### src/rtl/spi_hold_pkg.sv
package spi_hold_pkg;
  typedef enum logic [1:0] {
    ST_RUN       = 2'd0,
    ST_ENTER_WAIT = 2'd1,
    ST_HELD      = 2'd2,
    ST_EXIT_WAIT = 2'd3
  } hold_state_e;

  localparam int unsigned PIN_CS   = 0;
  localparam int unsigned PIN_SCK  = 1;
  localparam int unsigned PIN_HOLD = 2;
  localparam int unsigned NUM_PINS = 3;
endpackage

### src/rtl/spi_pin_sync.sv
module spi_pin_sync #(
  parameter int unsigned WIDTH  = 3,
  parameter int unsigned STAGES = 2,
  parameter logic [WIDTH-1:0] RST_VAL = '0
) (
  input  logic             clk_i,
  input  logic             rst_ni,
  input  logic [WIDTH-1:0] d_i,
  output logic [WIDTH-1:0] q_o
);
  logic [WIDTH-1:0] stage_q [STAGES];

  always_ff @(posedge clk_i or negedge rst_ni) begin
    if (!rst_ni) stage_q[0] <= RST_VAL;
    else         stage_q[0] <= d_i;
  end

  for (genvar s = 1; s < STAGES; s++) begin : g_stage
    always_ff @(posedge clk_i or negedge rst_ni) begin
      if (!rst_ni) stage_q[s] <= RST_VAL;
      else         stage_q[s] <= stage_q[s-1];
    end
  end

  assign q_o = stage_q[STAGES-1];
endmodule

### src/rtl/spi_edge_det.sv
module spi_edge_det #(
  parameter int unsigned WIDTH = 3,
  parameter logic [WIDTH-1:0] RST_VAL = '0
) (
  input  logic             clk_i,
  input  logic             rst_ni,
  input  logic [WIDTH-1:0] lvl_i,
  output logic [WIDTH-1:0] rise_o,
  output logic [WIDTH-1:0] fall_o
);
  logic [WIDTH-1:0] prev_q;

  always_ff @(posedge clk_i or negedge rst_ni) begin
    if (!rst_ni) prev_q <= RST_VAL;
    else         prev_q <= lvl_i;
  end

  assign rise_o = lvl_i & ~prev_q;
  assign fall_o = ~lvl_i & prev_q;
endmodule

### src/rtl/spi_hold_fsm.sv
module spi_hold_fsm
  import spi_hold_pkg::*;
(
  input  logic clk_i,
  input  logic rst_ni,
  input  logic sel_i,
  input  logic sck_lvl_i,
  input  logic sck_fall_i,
  input  logic hold_req_i,
  input  logic hold_allow_i,
  output logic hold_o
);
  hold_state_e state_q, state_d;

  always_comb begin
    state_d = state_q;
    if (!sel_i || !hold_allow_i) begin
      state_d = ST_RUN;
    end else begin
      unique case (state_q)
        ST_RUN:
          if (hold_req_i) state_d = sck_lvl_i ? ST_ENTER_WAIT : ST_HELD;
        ST_ENTER_WAIT:
          if (!hold_req_i)     state_d = ST_RUN;
          else if (sck_fall_i) state_d = ST_HELD;
        ST_HELD:
          if (!hold_req_i) state_d = sck_lvl_i ? ST_EXIT_WAIT : ST_RUN;
        ST_EXIT_WAIT:
          if (hold_req_i)      state_d = ST_HELD;
          else if (sck_fall_i) state_d = ST_RUN;
        default: state_d = ST_RUN;
      endcase
    end
  end

  always_ff @(posedge clk_i or negedge rst_ni) begin
    if (!rst_ni) state_q <= ST_RUN;
    else         state_q <= state_d;
  end

  // exit-wait still counts as held: the deferring falling edge is swallowed
  assign hold_o = (state_q == ST_HELD) || (state_q == ST_EXIT_WAIT);
endmodule

### src/rtl/spi_hold_gate.sv
module spi_hold_gate
  import spi_hold_pkg::*;
#(
  parameter int unsigned SYNC_STAGES = 2,
  parameter int unsigned OE_LINES    = 2
) (
  input  logic                clk_i,
  input  logic                rst_ni,
  input  logic                cs_ni,
  input  logic                sck_i,
  input  logic                hold_ni,
  input  logic                quad_en_i,
  input  logic                dual_i,
  input  logic                drive_req_i,
  output logic                hold_o,
  output logic                sample_en_o,
  output logic                update_en_o,
  output logic                cnt_clr_o,
  output logic [OE_LINES-1:0] dout_oe_o
);
  localparam logic [NUM_PINS-1:0] PIN_RST = NUM_PINS'((1 << PIN_CS) | (1 << PIN_HOLD));

  logic [NUM_PINS-1:0] pins_raw, pins_s, pins_rise, pins_fall;
  logic sel, active, drive;

  assign pins_raw[PIN_CS]   = cs_ni;
  assign pins_raw[PIN_SCK]  = sck_i;
  assign pins_raw[PIN_HOLD] = hold_ni;

  spi_pin_sync #(.WIDTH(NUM_PINS), .STAGES(SYNC_STAGES), .RST_VAL(PIN_RST)) u_sync (
    .clk_i (clk_i),
    .rst_ni(rst_ni),
    .d_i   (pins_raw),
    .q_o   (pins_s)
  );

  spi_edge_det #(.WIDTH(NUM_PINS), .RST_VAL(PIN_RST)) u_edge (
    .clk_i (clk_i),
    .rst_ni(rst_ni),
    .lvl_i (pins_s),
    .rise_o(pins_rise),
    .fall_o(pins_fall)
  );

  assign sel = ~pins_s[PIN_CS];

  spi_hold_fsm u_fsm (
    .clk_i       (clk_i),
    .rst_ni      (rst_ni),
    .sel_i       (sel),
    .sck_lvl_i   (pins_s[PIN_SCK]),
    .sck_fall_i  (pins_fall[PIN_SCK]),
    .hold_req_i  (~pins_s[PIN_HOLD]),
    .hold_allow_i(~quad_en_i),
    .hold_o      (hold_o)
  );

  assign active      = sel & ~hold_o;
  assign sample_en_o = active & pins_rise[PIN_SCK];
  assign update_en_o = active & pins_fall[PIN_SCK];
  assign cnt_clr_o   = pins_rise[PIN_CS];
  assign drive       = active & drive_req_i;

  // line OE_LINES-1 is the single data-out line; lower lines join in wide mode
  for (genvar l = 0; l < OE_LINES; l++) begin : g_oe
    if (l == OE_LINES - 1) begin : g_main
      assign dout_oe_o[l] = drive;
    end else begin : g_wide
      assign dout_oe_o[l] = drive & dual_i;
    end
  end
endmodule

### config.mk
export PLATFORM = sky130hd
export DESIGN_NAME = spi_hold_gate
export DESIGN_NICKNAME = d
export VERILOG_FILES = /design/src/rtl/spi_hold_pkg.sv /design/src/rtl/spi_pin_sync.sv /design/src/rtl/spi_edge_det.sv /design/src/rtl/spi_hold_fsm.sv /design/src/rtl/spi_hold_gate.sv
export SDC_FILE = /design/constraint.sdc
export NUM_CORES = 1
export LEC_CHECK = 0
export CORE_AREA = 10 10 47 49
export DETAILED_ROUTE_END_ITERATION = 16
export DIE_AREA = 0 0 57 59
export DONT_BUFFER_PORTS = 1
export GPL_TIMING_DRIVEN = 0
export PLACE_DENSITY = 0.49
export SYNTH_ARGS = -nofsm -noshare
export SYNTH_HDL_FRONTEND = slang
export SYNTH_HIERARCHICAL = 1
export SYNTH_SLANG_ARGS = --single-unit
export TNS_END_PERCENT = 30
### constraint.sdc
create_clock -name clk_i -period 2.05 [get_ports clk_i]
set_input_delay 0.3075 -clock clk_i [delete_from_list [all_inputs] [get_ports clk_i]]
set_output_delay 0.3075 -clock clk_i [all_outputs]
set_load 0.01 [all_outputs]
# After elaboration in Yosys (flattened, before gate mapping)
# Cells that the tools add are included.
# word_totals
register_bits	10
latch_bits	0
mem_bits_rw	0
rom_bits	0
inputBits	8
output_inout_bits	6
elab_cells	36
memories	0
# op_classes
add_sub_neg	0
mul	0
div_mod_pow	0
order_cmp	0
n_eq_ne	7
n_shift	0
muxes	10
bitwise_logic	11
reduce_logical	4
# ops
operator	count
$mux 2	9
$ne 4x3->1 const B	2
$pmux 2 s4	1
$ne 3x2->1 const B	2
$and 1x1->1	5
$and 2x2->2	2
$eq 2x2->1 const B	2
$not 2->2	2
$reduce_and 4->1	1
$eq 2x1->1 const B	1
$logic_not 2->1	1
$logic_or 1x1->1	2
$not 1->1	2

# Longest topological paths before layout
# Gate-level depths: netlist (run 1).
# logic_depth
depth_word	6
mapped_depth	5
mapped_depth_nobuf	4

# By module
# Netlist (run 1), hierarchy kept.
# modules_own_cells
module	instances	cells_per_inst	area_each_um2	seq_area_each_um2
spi_pin_sync	1	9	177.7	155.1
spi_edge_det	1	9	130.1	77.6
spi_hold_fsm	1	11	111.4	50.0
spi_hold_gate	1	8	53.8	0.0

# Worst setup path before layout (run 1)
# No wires, ideal clock.
# synth_path
kind	reg-to-output
start	reg u_sync.stage_q, in the netlist u_sync/q_o[1]
end	out update_en_o
arrival_ps	983
required_ps	1742
path_slack_ps	759
stages_incl_launch_ff	4
path_buffers	1
path_cell_list	dfrtp_1 -> buf_4 -> and2b_2 -> nor3b_1
# synth_between
elab_chain_cells	3
# synth_lines
item	line_no	text
start, declared	spi_pin_sync.sv:11	logic [WIDTH-1:0] stage_q [STAGES];
start signal, assigned by index	spi_pin_sync.sv:21	else stage_q[s] <= stage_q[s-1];
$not 2->2	spi_edge_det.sv:19	assign fall_o = ~lvl_i & prev_q;
$and 2x2->2	spi_edge_det.sv:19	
net pins_fall[1]	spi_hold_gate.sv:23	logic [NUM_PINS-1:0] pins_raw, pins_s, pins_rise, pins_fall;
$and 1x1->1	spi_hold_gate.sv:60	assign update_en_o = active & pins_fall[PIN_SCK];
end, declared	spi_hold_gate.sv:17	output logic update_en_o,
# The timed path passes the listed nets, and every way through them passes these cells.

# Worst setup path after layout (run 1)
# Ends and elaborated chain as after synthesis.

==> impl_metrics.env, run 1 <==
export IMPL_outcome="finished, final reports clean"
export IMPL_cp_end_kind="output port"
export IMPL_die_area_um2=3363
export IMPL_fin_tns_setup_ns=0
export IMPL_dr_pass1_iters=3
export IMPL_start_util_pct=30.00
export IMPL_grt_ovfl_total=0
export IMPL_cp_top_family="simple AND/OR/NAND/NOR gates"
export IMPL_max_freq_mhz=602.1
export IMPL_grt_max_degree=11
export IMPL_hpwl_um=569.9
export IMPL_areaGrowthSynthToFinish_pct=13.39
export IMPL_n_fill_cell=149
export IMPL_power_density_nw_per_um2=796.4
export IMPL_hp_class="input port to flop"
export IMPL_max_slew_margin_pct=70.54
export IMPL_max_clock_path_buffers=2
export IMPL_grt_pass1_vias=289
export IMPL_setup_violations=0
export IMPL_final_hold_viol_count=0
export IMPL_grt_pass1_wl_mm=1.214
export IMPL_slowest_delay_ns=0.39
export IMPL_syn_nets=41
export IMPL_route_detailed_drc=0
export IMPL_post_drt_wl_per_cell_um=13.22
export IMPL_design_core_area_um2=1401
export IMPL_num_nets_final=47
export IMPL_ys_warn_count=6
export IMPL_path_cells="buf_4 -> and2b_2 -> nor3b_1"
export IMPL_cpMaxStageDelayCell="nor3b_1"
export IMPL_place_ws_ns=0.6607
export IMPL_arrival_ns=1.35
export IMPL_rsz0062_at_grt="false"
export IMPL_io_buffers=0
export IMPL_antenna_found_initial=0
export IMPL_fp_row_count=14
export IMPL_vias_per_cell=4.574
export IMPL_tritoncts="built"
export IMPL_syn_cell_area_um2=420.4
export IMPL_clk_latency_ns=0.26
export IMPL_synth_cells=33
export IMPL_min_period_ns=1.661
export IMPL_die_y_um=59
export IMPL_cts_root_buf="clkbuf_4"
export IMPL_worstSetupPathType="flop to output port"
export IMPL_ant_nets=0
export IMPL_drt_iter0_drc=6
export IMPL_antenna_diode_count=0
export IMPL_final_cell_mix="5 x dfstp_2, 5 x dfrtp_1, 4 x buf_4"
export IMPL_finClkSkew_ns=0.009369
export IMPL_die_w_um=57
export IMPL_postCtsResizedCells=0
export IMPL_worstPathRequired_ns=1.74
export IMPL_multiInputGateArea_um2=118.9
export IMPL_slew_viol_final=0
export IMPL_drive_gt1_share_pct=47.37
export IMPL_drt_total_wl_um=714
export IMPL_clkSlewWorstSetupHoldPaths_ns=0.06
export IMPL_finalCritPeriodShare_pct=81.02
export IMPL_regArea_um2=256.5
export IMPL_gp_congestion=0.6336
export IMPL_grt_usage_pct=4.706
export IMPL_p_leak_uw=0.0002146
export IMPL_worstMarginPinSlew_ns=0.4409
export IMPL_clock_sinks=10
export IMPL_cts_buffers=3
export IMPL_syn_avg_cell_area_um2=12.74
export IMPL_cp_start_kind="flop"
export IMPL_cp_max_fo=4
export IMPL_setup_ws_ns=0.3891
export IMPL_ioPinCount=14
export IMPL_dr_total_vias=247
export IMPL_peakVddDrop_uv=362.9
export IMPL_htreeDepth=1
export IMPL_crit_buf_inv=1
export IMPL_maxCapViolCount=0
timing repair:
| action | 4_1_cts | 5_1_grt |
|---|---|---|
| hold buffers | 1 | 0 |
| hold endpoints to repair | 10 | 0 |
| buffers inserted | 0 | 0 |
power by group:
group | switching, uW | internal (uW) | leakage (uW)
Sequential | 2.95 | 211 | 0.000115
Combinational | 18.0 | 14.8 | 0.0000846
Clock | 58.6 | 74.7 | 0.0000150
metal layers:
| layer | global-route usage [%] | up-vias | part of all wire [%] |
|---|---|---|---|
| met5 | 0 | - | 0 |
| met4 | 5.034 | 0 | 0 |
| met3 | 2.575 | 0 | 9.9 |
| met2 | 6.667 | 12 | 46 |
| met1 | 4.617 | 120 | 44 |
| li1 | - | 115 | - |
state kept, by name (all words and copies together), names as in the netlist:
name / count
u_edge/prev_q: 2
u_fsm/state_q: 2
u_sync/q_o: 3
u_sync/stage_q: 3
area by class of cell:
class	instances	share of cell area, %
buffer	5	7.087
clock buffer	4	5.512
timing repair buffer	1	2.100
inverter	3	2.362
multi-input combinational	15	24.93
sequential	10	53.81
tap	16	4.199
metrics by stage:
step | hold slack [ns] | cell area [um^2] | power [uW] | utilization [%] | cells
detailed placement | 0.01243 | 440.4 | 245.4 | 31.43 | 49
floorplan | 0.01191 | 420.4 | 240.5 | - | 33
global route | 0.01594 | 476.7 | 405.6 | 34.02 | 54
global placement | 0.01230 | 440.4 | 243.9 | 31.43 | 49
finish | 0.04090 | 476.7 | 379.6 | 34.02 | 54
CTS | 0.02889 | 476.7 | 389.2 | 34.02 | 54
path summary, 6_finish.rpt:
kind / end / start / cells after the start / slack (ns)
worst min register to register: u_sync/q_o[1] / u_sync/stage_q[4] / 0 / 0.34
worst max register to register: u_fsm/state_q[1] / u_sync/q_o[1] / 5 / 0.81
worst min-delay path: u_sync/stage_q[5] / hold_ni / 0 / 0.04
min in group asynchronous: u_sync/q_o[1] / rst_ni / 1 / 0.42
worst max-delay path: update_en_o / u_sync/q_o[1] / 3 / 0.39
max in group asynchronous: u_sync/stage_q[3] / rst_ni / 1 / 1.29
worst register-to-register path, cell delays in order, from the launching register on:
cell and delay [ns]:
dfrtp_1 0.33, buf_4 0.11, and2b_2 0.21, and2_4 0.17, o2111ai_1 0.20, o31ai_1 0.11
No activity file was read; power rests on OpenSTA's default activity.
==> run 2: changes to the inputs <==
==> constraint.sdc (replaced) <==
create_clock -name clk_i -period 1.6 [get_ports clk_i]
set_input_delay 0.24 -clock clk_i [delete_from_list [all_inputs] [get_ports clk_i]]
set_output_delay 0.24 -clock clk_i [all_outputs]
set_load 0.01 [all_outputs]
==> run 2 against run 1 <==
Net effect: clock-buffer cell count is the same; non-clock buffer count up 3; clock skew about the same; via count rose by 4.9%; clock power rose by 29%; critical endpoint is now sample_en_o; largest cell class unchanged; largest power group unchanged.
==> impl_metrics.env, run 2 (synthesized netlist as in run 1, its figures left out) <==
export IMPL_outcome="finished, final reports clean"
export IMPL_grt_pass1_wl_mm=1.221
export IMPL_min_period_ns=1.515
export IMPL_finClkSkew_ns=0.009410
export IMPL_htreeDepth=1
export IMPL_peakVddDrop_uv=465.2
export IMPL_worstPathRequired_ns=1.36
export IMPL_clk_latency_ns=0.26
export IMPL_slew_viol_final=0
export IMPL_antenna_found_initial=0
export IMPL_areaGrowthSynthToFinish_pct=21.73
export IMPL_route_detailed_drc=0
export IMPL_fin_util_pct=36.52
export IMPL_cts_root_buf="clkbuf_4"
export IMPL_place_ws_ns=0.2782
export IMPL_max_clock_path_buffers=2
export IMPL_cp_start_kind="flop"
export IMPL_rsz0062_at_grt="true"
export IMPL_post_drt_wl_per_cell_um=12.74
export IMPL_worstMarginPinSlew_ns=0.4281
export IMPL_maxCapViolCount=0
export IMPL_finalHoldWorstSlack_ns=0.1887
export IMPL_power_density_nw_per_um2=962.6
export IMPL_final_cell_mix="5 x dfstp_2, 5 x dfrtp_1, 4 x buf_4, 4 x dlygate4sd3_1"
export IMPL_fin_area_um2=511.7
export IMPL_cp_end_kind="output port"
export IMPL_vias_per_cell=4.544
export IMPL_p_leak_uw=0.0002294
export IMPL_clkSlewWorstSetupHoldPaths_ns=0.06
export IMPL_ant_nets=0
export IMPL_arrival_ns=1.28
export IMPL_grt_pass1_vias=296
export IMPL_finalCritPeriodShare_pct=94.71
export IMPL_die_y_um=59
export IMPL_drive_gt1_share_pct=46.34
export IMPL_num_nets_final=50
export IMPL_tritoncts="built"
export IMPL_setup_violations=0
export IMPL_ioPinCount=14
export IMPL_design_core_area_um2=1401
export IMPL_cts_buffers=3
export IMPL_antenna_diode_count=0
export IMPL_grt_ovfl_total=0
export IMPL_die_w_um=57
export IMPL_max_freq_mhz=659.9
export IMPL_die_area_um2=3363
export IMPL_dr_pass1_iters=3
export IMPL_drt_total_wl_um=726
export IMPL_io_buffers=0
export IMPL_clock_sinks=10
export IMPL_setup_ws_ns=0.08459
export IMPL_grt_max_degree=11
export IMPL_worstSetupPathType="flop to output port"
export IMPL_hp_class="input port to flop"
export IMPL_drt_iter0_drc=6
export IMPL_place_area_um2=440.4
export IMPL_n_fill_cell=146
export IMPL_fp_row_count=14
export IMPL_gp_congestion=0.6336
export IMPL_max_slew_margin_pct=71.37
export IMPL_grt_usage_pct=4.706
export IMPL_cp_max_fo=5
export IMPL_dr_total_vias=259
export IMPL_start_util_pct=30.00
export IMPL_final_hold_viol_count=0
export IMPL_hpwl_um=569.9
[run 2: stage by stage]
stage | power (uW) | setup TNS [ns] | instances
2_1_floorplan | 308.2 | 0 | 33
3_3_place_gp | 312.6 | 0 | 49
3_5_place_dp | 314.4 | 0 | 49
4_1_cts | 503.2 | 0 | 56
5_1_grt | 526.8 | -0.04940 | 57
6_report | 492.6 | 0 | 57
[run 2: area by class of cell]
| type | instances | area, um^2 | share of cell area (%) |
|---|---|---|---|
| buffer | 5 | 33.78 | 6.601 |
| sequential | 10 | 256.5 | 50.12 |
| tap | 16 | 20.02 | 3.912 |
| timing repair buffer | 4 | 40.04 | 7.824 |
| clock buffer | 4 | 26.28 | 5.134 |
| multi-input combinational | 15 | 123.9 | 24.21 |
| inverter | 3 | 11.26 | 2.200 |
[run 2: power breakdown]
part / internal [uW] / switching, uW
Combinational: 24.1 / 24.2
Sequential: 270 / 3.77
Clock: 95.8 / 75.0
Total: 390 / 103
[run 2: critical path, cell delays in order, from the launching register on]
cell      delay (ns)
dfrtp_1         0.41
clkbuf_1        0.20
nor3b_1         0.41
[run 2: repair_timing]
| action | CTS | global route |
|---|---|---|
| setup buffers | 0 | 0 |
| resized for setup | 1 | 0 |
| pin swaps | 0 | 0 |
| hold buffers | 3 | 1 |
| endpoints found under the hold margin | 12 | 1 |
| endpoints found under the setup margin | 1 | 2 |
[run 2: final timing paths]
kind | slack, ns | cells past startpoint | startpoint | endpoint
max | 0.08 | 2 | u_fsm/state_q[1] | sample_en_o
min | 0.19 | 3 | quad_en_i | u_fsm/state_q[0]
max reg2reg | 0.36 | 5 | u_sync/q_o[1] | u_fsm/state_q[1]
min reg2reg | 0.34 | 0 | u_sync/stage_q[4] | u_sync/q_o[1]
max in group asynchronous | 0.91 | 1 | rst_ni | u_sync/stage_q[3]
min in group asynchronous | 0.35 | 1 | rst_ni | u_sync/q_o[1]
[run 2: layer usage]
| metal | up-vias | share of wire, % | track usage (%) |
|---|---|---|---|
| met5 | - | 0 | 0 |
| met4 | 0 | 0 | 5.034 |
| met3 | 0 | 9.4 | 2.146 |
| met2 | 12 | 49 | 6.667 |
| met1 | 126 | 42 | 4.860 |
| li1 | 121 | - | - |
==> run 3: changes to the inputs <==
--- a/config.mk
+++ b/config.mk
@@ -5,12 +5,14 @@
 export SDC_FILE = /design/constraint.sdc
 export NUM_CORES = 1
 export LEC_CHECK = 0
-export CORE_AREA = 10 10 47 49
+export CORE_ASPECT_RATIO = 1.4
+export CORE_MARGIN = 10
+export CORE_UTILIZATION = 25
 export DETAILED_ROUTE_END_ITERATION = 16
-export DIE_AREA = 0 0 57 59
 export DONT_BUFFER_PORTS = 1
 export GPL_TIMING_DRIVEN = 0
-export PLACE_DENSITY = 0.49
+export PLACE_DENSITY = 0.38
+export REMOVE_ABC_BUFFERS = 1
 export SYNTH_ARGS = -nofsm -noshare
 export SYNTH_HDL_FRONTEND = slang
 export SYNTH_HIERARCHICAL = 1
==> run 3 against run 2 <==
Net effect: worst setup slack gained 0.0035 ns; core utilization is 6.0 points lower; wire length decreased by 2.3%; register-to-register slack better by 0.08 ns; final area decreased by 4.9%; hold slack lost 0.0081 ns; sequential power grew 1%; critical path depth unchanged; non-clock buffer count decreased by 5; largest power group unchanged; critical path type unchanged; via count down 6.2%.
==> impl_metrics.env, run 3 (synthesized netlist as in run 1, its figures left out) <==
export IMPL_outcome="finished, final reports clean"
export IMPL_drt_total_wl_um=709
export IMPL_gp_congestion=0.6042
export IMPL_cts_root_buf="clkbuf_4"
export IMPL_start_util_pct=26.35
export IMPL_fin_tns_setup_ns=0
export IMPL_clock_sinks=10
export IMPL_max_clock_path_buffers=2
export IMPL_dr_max_layer_used="met3"
export IMPL_antenna_diode_count=0
export IMPL_peakVddDrop_uv=373.8
export IMPL_final_hold_viol_count=0
export IMPL_vias_per_cell=4.418
export IMPL_die_area_um2=3745
export IMPL_routed_wl_met2_um=311
export IMPL_ant_nets=0
export IMPL_dr_total_vias=243
export IMPL_drive_gt1_share_pct=41.67
export IMPL_postCtsResizedCells=0
export IMPL_cts_buffers=3
export IMPL_route_detailed_drc=0
export IMPL_worstPathRequired_ns=1.36
export IMPL_hp_class="input port to flop"
export IMPL_design_core_area_um2=1595
export IMPL_worstMarginPinSlew_ns=0.4364
export IMPL_drt_iter0_drc=1
export IMPL_cp_start_kind="flop"
export IMPL_fp_row_count=17
export IMPL_num_nets_final=45
export IMPL_areaGrowthSynthToFinish_pct=15.77
export IMPL_grt_pass1_wl_um=979
export IMPL_worstSetupPathType="flop to output port"
export IMPL_cp_end_kind="output port"
export IMPL_setup_ws_ns=0.08811
export IMPL_cp_max_fo=4
export IMPL_wirelength_met1_um=248
export IMPL_final_cell_mix="5 x dfstp_2, 5 x dfrtp_1, 4 x dlygate4sd3_1"
export IMPL_p_leak_uw=0.0002123
export IMPL_grt_max_degree=11
export IMPL_finalCritPeriodShare_pct=94.49
export IMPL_maxCapViolCount=0
export IMPL_clkSlewWorstSetupHoldPaths_ns=0.06
export IMPL_io_buffers=0
export IMPL_place_inst=47
export IMPL_finClkSkew_ns=0.0003542
export IMPL_setup_violations=0
export IMPL_rsz0062_at_grt="false"
export IMPL_post_drt_wl_per_cell_um=12.89
export IMPL_grt_pass1_vias=246
export IMPL_slew_viol_final=0
export IMPL_fin_util_pct=30.51
export IMPL_power_density_nw_per_um2=1089
export IMPL_finalHoldWorstSlack_ns=0.1806
export IMPL_wl_met3_um=149
export IMPL_grt_ovfl_total=0
export IMPL_die_w_um=54.66
export IMPL_htreeDepth=1
export IMPL_hpwl_um=541.7
export IMPL_arrival_ns=1.27
export IMPL_max_freq_mhz=661.4
export IMPL_place_ws_ns=0.3520
export IMPL_min_period_ns=1.512
export IMPL_stdcell_count=55
export IMPL_max_slew_margin_pct=70.84
export IMPL_n_fill_cell=172
export IMPL_ioPinCount=14
export IMPL_clk_latency_ns=0.25
export IMPL_die_y_um=68.52
export IMPL_antenna_found_initial=0
export IMPL_dr_pass1_iters=2
export IMPL_tritoncts="built"
export IMPL_grt_usage_pct=3.593
==> run 3: critical path, cell delays in order, from the launching register on <==
cell and delay, ns:
dfrtp_1 0.41, and2b_2 0.23, nor3b_1 0.38
==> run 3: worst paths after layout <==
check / start / end / slack (ns) / cells after the start
worst max-delay path: u_sync/q_o[1] / update_en_o / 0.09 / 2
worst min-delay path: quad_en_i / u_fsm/state_q[0] / 0.18 / 3
worst max register to register: u_sync/q_o[1] / u_fsm/state_q[1] / 0.44 / 4
worst min register to register: u_sync/stage_q[4] / u_sync/q_o[1] / 0.36 / 0
max in group asynchronous: rst_ni / u_sync/q_o[0] / 0.92 / 1
min in group asynchronous: rst_ni / u_fsm/state_q[0] / 0.35 / 1
==> run 3: cell type report <==
class                           count  area (um^2)  share of cell area [%]
Sequential cell                    10        256.5                   52.70
Clock buffer                        4        36.28                   7.455
Timing Repair Buffer                4        40.04                   8.226
Inverter                            3        11.26                   2.314
Multi-Input combinational cell     15        118.9                   24.42
Tap cell                           19        23.77                   4.884
==> run 3: repair_timing <==
action	CTS	global route
endpoints found under the hold margin	13	0
hold buffers	4	0
setup buffers	0	0
==> run 3: per-layer routing <==
layer | vias to the layer above | GRT usage (%)
met3 | 0 | 2.998
met5 | - | 0
li1 | 113 | -
met4 | 0 | 2.778
met1 | 117 | 2.733
met2 | 13 | 5.682
==> run 3: where the power goes <==
group          switching, uW  internal, uW  total (uW)  leakage [uW]
Sequential              8.39           270         278      0.000115
Clock                   79.1           138         217     0.0000210
Combinational           18.0          17.1        35.0     0.0000764
Total                    105           425         530      0.000212
==> run 3: per-stage QoR <==
stage | area [um^2] | power [uW]
after CTS | 486.7 | 545.3
after global placement | 410.4 | 304.9
final | 486.7 | 530.2
after detailed placement | 410.4 | 306.2
after floorplan | 386.6 | 300.5
after global routing | 486.7 | 561.9
